## config.mk

```make
export PLATFORM = sky130hd
export DESIGN_NAME = kbd_char_port
export DESIGN_NICKNAME = d
export VERILOG_FILES = /design/src/rtl/kbd_char_port.sv
export SDC_FILE = /design/constraint.sdc
export NUM_CORES = 1
export LEC_CHECK = 0
export CORE_MARGIN = 10
export CORE_UTILIZATION = 45
export CTS_CLUSTER_DIAMETER = 60
export DETAILED_ROUTE_END_ITERATION = 6
export PLACE_DENSITY = 0.76
export SYNTH_ARGS = -nofsm -noshare
export SYNTH_HDL_FRONTEND = slang
export SYNTH_SLANG_ARGS = --single-unit
```

## constraint.sdc

```tcl
create_clock -name clk -period 2 [get_ports clk]
set_clock_uncertainty 0.1 [all_clocks]
set_input_delay 0.2 -clock clk [delete_from_list [all_inputs] [get_ports clk]]
set_output_delay 0.2 -clock clk [all_outputs]
set_load 0.1 [all_outputs]
```

## src/rtl/kbd_char_port.sv

```systemverilog
module kbd_char_port #(
  parameter int              ADDR_W     = 8,
  parameter logic [ADDR_W-1:0] PORT_ADDR = 'h4C,
  parameter bit              SHORT_QUAL = 1'b0
) (
  input  logic              clk,
  input  logic              rst_n,
  input  logic              key_rdy,
  input  logic [6:0]        key_code,
  input  logic              key_up,
  input  logic              cpu_rd,
  input  logic [ADDR_W-1:0] cpu_addr,
  output logic [7:0]        rd_data
);
  localparam int HIST_W = 8;
  localparam int QW     = SHORT_QUAL ? 6 : 8;
  localparam logic [QW-1:0] PAT = {{(QW/2){1'b0}}, {(QW/2){1'b1}}};

  logic [HIST_W-1:0] hist;
  logic [7:0]        held;
  logic              rd_q;
  logic              match;
  logic              rd_fire;

  assign match   = (hist[QW-1:0] == PAT);
  assign rd_fire = cpu_rd & ~rd_q & (cpu_addr == PORT_ADDR);

  always_ff @(posedge clk) begin
    if (!rst_n) begin
      hist <= '0;
      rd_q <= 1'b0;
    end else begin
      hist <= {hist[HIST_W-2:0], key_rdy};
      rd_q <= cpu_rd;
    end
  end

  always_ff @(posedge clk) begin
    if (!rst_n) begin
      held    <= '0;
      rd_data <= '0;
    end else begin
      if (rd_fire) rd_data <= held;
      if (match)        held <= {key_up, key_code};
      else if (rd_fire) held <= '0;
    end
  end
endmodule

```

==> results of run 1 <==
==> metal layers <==
| layer | part of all wire | vias up | wire length (um) |
|---|---|---|---|
| met4 | 0.010 | 0 | 19 |
| met1 | 0.46 | 323 | 850 |
| met5 | 0 | - | 0 |
| met2 | 0.45 | 20 | 825 |
| met3 | 0.080 | 2 | 147 |
| li1 | - | 358 | - |
==> critical path: stages, from the launching register on <==
cell	delay (ns)
dfxtp_1	0.35
nor4b_4	0.32
nand4_4	0.31
a32o_1	0.32
==> kinds of logic (layout without fill, tap and decap cells) <==
family | after synthesis | count (layout) | share of synthesized area
AOI/OAI and AO/OA | 8 | 8 | 0.08334
buffers and inverters | 5 | 33 | 0.02995
DFF | 25 | 25 | 0.5208
muxes | 8 | 8 | 0.08334
and+or+nand+nor | 41 | 41 | 0.2826
==> stage by stage <==
stage	worst slack, ns	hold WS, ns	cells	total power, mW
6_report	0.4980	0.3580	142	0.7784
5_1_grt	0.3848	0.3626	142	0.8112
4_1_cts	0.4719	0.3491	142	0.7908
3_5_place_dp	0.1319	0.3359	138	0.5763
3_3_place_gp	0.1747	0.3270	138	0.5755
2_1_floorplan	0.6302	0.2217	87	0.5294
==> worst max path at each step <==
stage	from	endpoint	slack, ns	depth (start not counted)
final	rd_q	held[4]	0.50	3
after global routing	rd_q	held[1]	0.38	3
after CTS	rd_q	held[7]	0.47	3
after detailed placement	cpu_addr[5]	held[6]	0.13	4
after global placement	cpu_addr[5]	held[2]	0.17	4
after floorplan	rd_q	held[5]	0.63	4
==> sequential cells by signal, indices dropped and copies added, names as in the netlist <==
register,count
rd_data,8
rd_q,1
held,8
hist,8
==> power by group through the flow <==
| stage | registers, mW | logic [mW] | clock network, mW |
|---|---|---|---|
| floorplan | 0.515 | 0.0146 | 0 |
| global placement | 0.515 | 0.0604 | 0 |
| detailed placement | 0.515 | 0.0611 | 0 |
| CTS | 0.504 | 0.0613 | 0.225 |
| global route | 0.505 | 0.0662 | 0.240 |
| finish | 0.504 | 0.0607 | 0.214 |
==> area by class of cell <==
type / instances / area [sq um]
Clock buffer: 3 / 22.52
Clock inverter: 1 / 5.005
Fill cell: 173 / 743.2
Multi-Input combinational cell: 57 / 431.7
Sequential cell: 25 / 500.5
Tap cell: 27 / 33.78
Timing Repair Buffer: 29 / 265.3
==> synth_stat cells <==
| master | n | area (sq um) |
|---|---|---|
| nand2_1 | 16 | 60.06 |
| nand4_4 | 1 | 21.27 |
| buf_6 | 1 | 11.26 |
| and2_1 | 18 | 112.6 |
| nor2_1 | 1 | 3.750 |
| mux2i_1 | 8 | 80.08 |
| clkbuf_1 | 2 | 7.510 |
| buf_2 | 2 | 10.01 |
| a32o_1 | 8 | 80.08 |
| nor4b_4 | 2 | 47.55 |
| dfxtp_1 | 25 | 500.5 |
| nand3_1 | 1 | 5.000 |
| and4bb_2 | 1 | 12.51 |
| and4_1 | 1 | 8.760 |
==> flow_summary_export.csv, run 1 <==
group,metric,value,unit
floorplan,die_width,66.21,um
clocking,holdBufCountCts,0,
clocking,cts_buffers,3,
power_and_ir_drop,p_sw_frac,0.2062,
place,gp_congestion,0.7229,
synthesis,avgSynthCellArea,11.05,sq um
global_route,antenna_found_initial,0,
sta,rsz0062_at_grt,"no",
layout,final_core_util,0.6288,
global_route,grtUsageTotal,0.09699,
worst_setup_path,start_kind,"register",
sta,setup_viol,0,
synthesis,syn_nets,107,
sta,worstMarginPinSlew,0.3206,ns
floorplan,initial_core_util,0.4800,
clocking,post_cts_buffers,0,
floorplan,die_h,66.21,um
synthesis,yosysSeqAreaShare,0.5208,
synthesis,yosys_warnings,0,
clocking,cts_tree,"done",
worst_setup_path,r2r_start,"rd_q",
drt,drt_pass1_iterations,4,
run,maxCapViolations,0,
clocking,cts_sinks,25,
drt,drc,0,
power_and_ir_drop,clock_power_share,0.274,
worst_setup_path,reg2reg_slack,0.50,ns
floorplan,core.rowCount,16,
power_and_ir_drop,p_sw,0.1605,mW
global_route,grtUsageMet2,0.1507,
worst_setup_path,path_max_fanout,16,
status,status,"finished, final reports clean",
power_and_ir_drop,p_comb_frac,0.078,
clocking,cts_max_path_buffers,2,
sta,fin_crit_sh,0.7510,
layout,drive_above_1_share,0.1565,
min_path,hold_depth,2,
worst_setup_path,path_class,"register to register",
power_and_ir_drop,internal-power,0.6178,mW
power_and_ir_drop,powerDensity,618.4,nW/um^2
drt,wirelength,1843,um
floorplan,core,2002,sq um
worst_setup_path,cp.required,2.11,ns
synthesis,synthCells,87,
global_route,grtUsageMet3,0.03729,
sta,fmax,665.8,MHz
worst_setup_path,worst_r2r_path_depth,3,
drt,via_per_inst,4.951,
worst_setup_path,cp.arrival,1.61,ns
drt,vias,703,
layout,diodes,0,
global_route,overflow,0,
sta,fin_crit,1.502,ns
clocking,path_clk_slew,0.13,ns
sta,finalHoldViolations,0,
clocking,htreeDepth,1,
sta,maxSlewViolCount,0,
clocking,ctsResizeCount,0,
global_route,grt_pass1_wl,3422,um
min_path,hold_end,"hist[0]",
global_route,grt.met1_usage,0.1163,
floorplan,ios,28,
synthesis,netlist_area,960.9,sq um
place,place.port_buffers,27,
synthesis,synth_seq_cells,25,
power_and_ir_drop,p_seq_frac,0.648,
clocking,cts_root_buffer,"clkbuf_4",
floorplan,die-area,4384,sq um
worst_setup_path,reg2reg_to,"held[4]",
place,hpwl,1491,um
place,placed_cell_area,1231,sq um
global_route,first_global_vias,747,
layout,design_area,1259,sq um
drt,drt_iter0_markers,32,
drt,wl_per_cell,12.98,um
min_path,hp-class,"input port to register",
sta,fin_setup_tns,0,ns
sta,max_slew_margin,0.7857,
layout,area_growth,30.99,%
min_path,hold_start,"key_rdy",
power_and_ir_drop,p_leak,0.5290,nW
layout,layout.nets,136,
layout,final_cell_mix,"25 x dfxtp_1, 19 x clkdlybuf4s50_1, 18 x and2_1, 16 x nand2_1, 10 x buf_4",
drt,ant_nets,0,
global_route,grt_max_degree,17,
clocking,clock_latency,0.31,ns
synthesis,synth.distinct_cells,14,
global_route,busiest_layer,"met2",
worst_setup_path,worstSetupEndpointType,"register",
power_and_ir_drop,peakVddDrop,0.3988,mV
layout,final_common_cell,"dfxtp_1",
No activity file was read; power rests on OpenSTA's default activity.
==> inputs of run 2 (changes only) <==
Clock period 2 ns to 1.4 ns, I/O delays scaled along.
==> flow_summary_export.csv, run 2 (same netlist as run 1, synthesis figures left out) <==
group,metric,value,unit
status,status,"complete, but fails checks",
status,violations,"negative setup slack",
worst_setup_path,crit_chain,"clkdlybuf4s50_1, nor4b_4, buf_4, nand4_4, a32o_1",
floorplan,core.rowCount,16,
layout,layout.nets,147,
drt,dr_wl_met2,1172,um
drt,wirelength,2358,um
clocking,cts_buffers,3,
global_route,grtUsageTotal,0.1063,
min_path,hp-class,"input port to register",
clocking,htreeDepth,1,
worst_setup_path,start_kind,"input port",
place,gp_congestion,0.7331,
power_and_ir_drop,peakVddDrop,0.6250,mV
floorplan,die_h,66.21,um
layout,top_regs,"held (8), hist (8), rd_data (8)",
worst_setup_path,cp.required,1.51,ns
sta,fmax,686.9,MHz
global_route,first_global_vias,796,
worst_setup_path,cp.arrival,1.57,ns
floorplan,initial_core_util,0.4800,
clocking,cts_root_buffer,"clkbuf_4",
power_and_ir_drop,powerDensity,762.4,nW/um^2
clocking,cts_sinks,25,
layout,multi_input_area,457.9,sq um
sta,setup_viol,14,
sta,finalHoldViolations,0,
sta,worstMarginPinSlew,0.3227,ns
global_route,grt_max_degree,14,
sta,maxSlewViolCount,0,
layout,fillCellCount,149,
sta,fin_crit_sh,1.040,
floorplan,die_width,66.21,um
drt,top_layer,"met4",
power_and_ir_drop,p_total,1.126,mW
sta,holdWs,0.2885,ns
drt,wl_per_cell,15.41,um
floorplan,die-area,4384,sq um
place,place.port_buffers,27,
sta,fin_crit,1.456,ns
floorplan,core,2002,sq um
drt,vias,773,
power_and_ir_drop,p_leak,0.6223,nW
drt,drt_iter0_markers,17,
place,hpwl,1664,um
run,maxCapViolations,0,
worst_setup_path,worstSetupEndpointType,"register",
worst_setup_path,slowest_stage,"clkdlybuf4s50_1",
global_route,grt_pass1_wl,3684,um
sta,max_slew_margin,0.7848,
worst_setup_path,path_max_fanout,6,
drt,drc,0,
sta,fin_ws,-0.05576,ns
floorplan,ios,28,
global_route,overflow,0,
drt,via_per_inst,5.052,
global_route,antenna_found_initial,0,
drt,ant_nets,0,
layout,drive_above_1_share,0.2381,
layout,final_cell_mix,"24 x dfxtp_1, 18 x and2_1, 17 x clkdlybuf4s50_1, 16 x nand2_1",
worst_setup_path,slowest_delay,0.44,ns
clocking,holdBufCountCts,0,
clocking,cts_max_path_buffers,2,
drt,met1_length,1017,um
drt,met3WireLength,159,um
layout,register_area,501.7,sq um
clocking,cts_tree,"done",
drt,drt_pass1_iterations,4,
layout,diodes,0,
clocking,path_clk_slew,0.12,ns
clocking,clock_latency,0.30,ns
sta,rsz0062_at_grt,"yes",
worst_setup_path,path_class,"input port to register",
layout,area_growth,53.65,%
layout,final_common_cell,"dfxtp_1",
## run 2: cell count changes in the layout (fill, tap and decap cells not counted)
cell / previous run / this run
nand4_4: 1 / 2
dfxtp_1: 25 / 24
dlygate4sd2_1: 0 / 1
clkbuf_1: 0 / 1
clkdlybuf4s50_1: 19 / 17
dfxtp_2: 0 / 1
dlymetal6s2s_1: 0 / 1
buf_12: 0 / 8
nand3_2: 0 / 1
buf_6: 0 / 4
nand3_1: 1 / 0
buf_4: 10 / 8
clkinv_2: 1 / 0
## run 2: path summary, 6_finish.rpt
check	startpoint	cells after the start	slack, ns	end
min reg2reg	hist[1]	1	0.36	hist[2]
min	cpu_addr[7]	4	0.29	held[4]
max	cpu_addr[4]	5	-0.06	held[7]
max reg2reg	rd_q	4	-0.02	held[7]
## run 2: report_power, final
group / switching, mW / internal [mW]
Clock: 0.192 / 0.111
Combinational: 0.0365 / 0.0654
Sequential: 0.00312 / 0.718
Total: 0.232 / 0.894
## run 2: cell type report
| type | count | area share |
|---|---|---|
| Sequential cell | 25 | 0.3398 |
| Multi-Input combinational cell | 58 | 0.3102 |
| Timing Repair Buffer | 39 | 0.3093 |
| Tap cell | 27 | 0.02288 |
| Clock buffer | 4 | 0.01780 |
## run 2: per-layer routing
metal,track usage,up-vias
met5,0,-
met4,0.04450,0
met3,0.03559,2
met2,0.1734,25
met1,0.1233,362
li1,-,384
## run 2: metrics by stage
stage / instances / setup WS, ns / TNS (ns) / util / cell area [sq um]
after floorplan: 87 / 0.03016 / 0 / - / 960.9
after global placement: 145 / -0.2813 / -3.925 / 0.6913 / 1384
after detailed placement: 145 / -0.3410 / -4.780 / 0.6913 / 1384
after CTS: 151 / -0.02728 / -0.2460 / 0.7244 / 1450
after global routing: 153 / -0.08595 / -0.8421 / 0.7375 / 1476
final: 153 / -0.05576 / -0.2811 / 0.7375 / 1476
## run 2: repair_timing
action,4_1_cts,5_1_grt
gates cloned,1,0
buffers inserted,1,2
pin swaps,3,6
setup endpoints to repair,15,16
resized for setup,7,2
## run 2: worst max-delay path, delay by kind of cell
kind            cells  cell delay (ns)
simple gates        2             0.50
compound gates      1             0.30
buf+inv             2             0.63
==> inputs of run 3 (changes only) <==
Settings changed: CTS_CLUSTER_SIZE from default to 25, SKIP_LAST_GASP from default to 1.
==> results of run 3 <==
Final layout, timing and power as in run 2 (identical DEF).
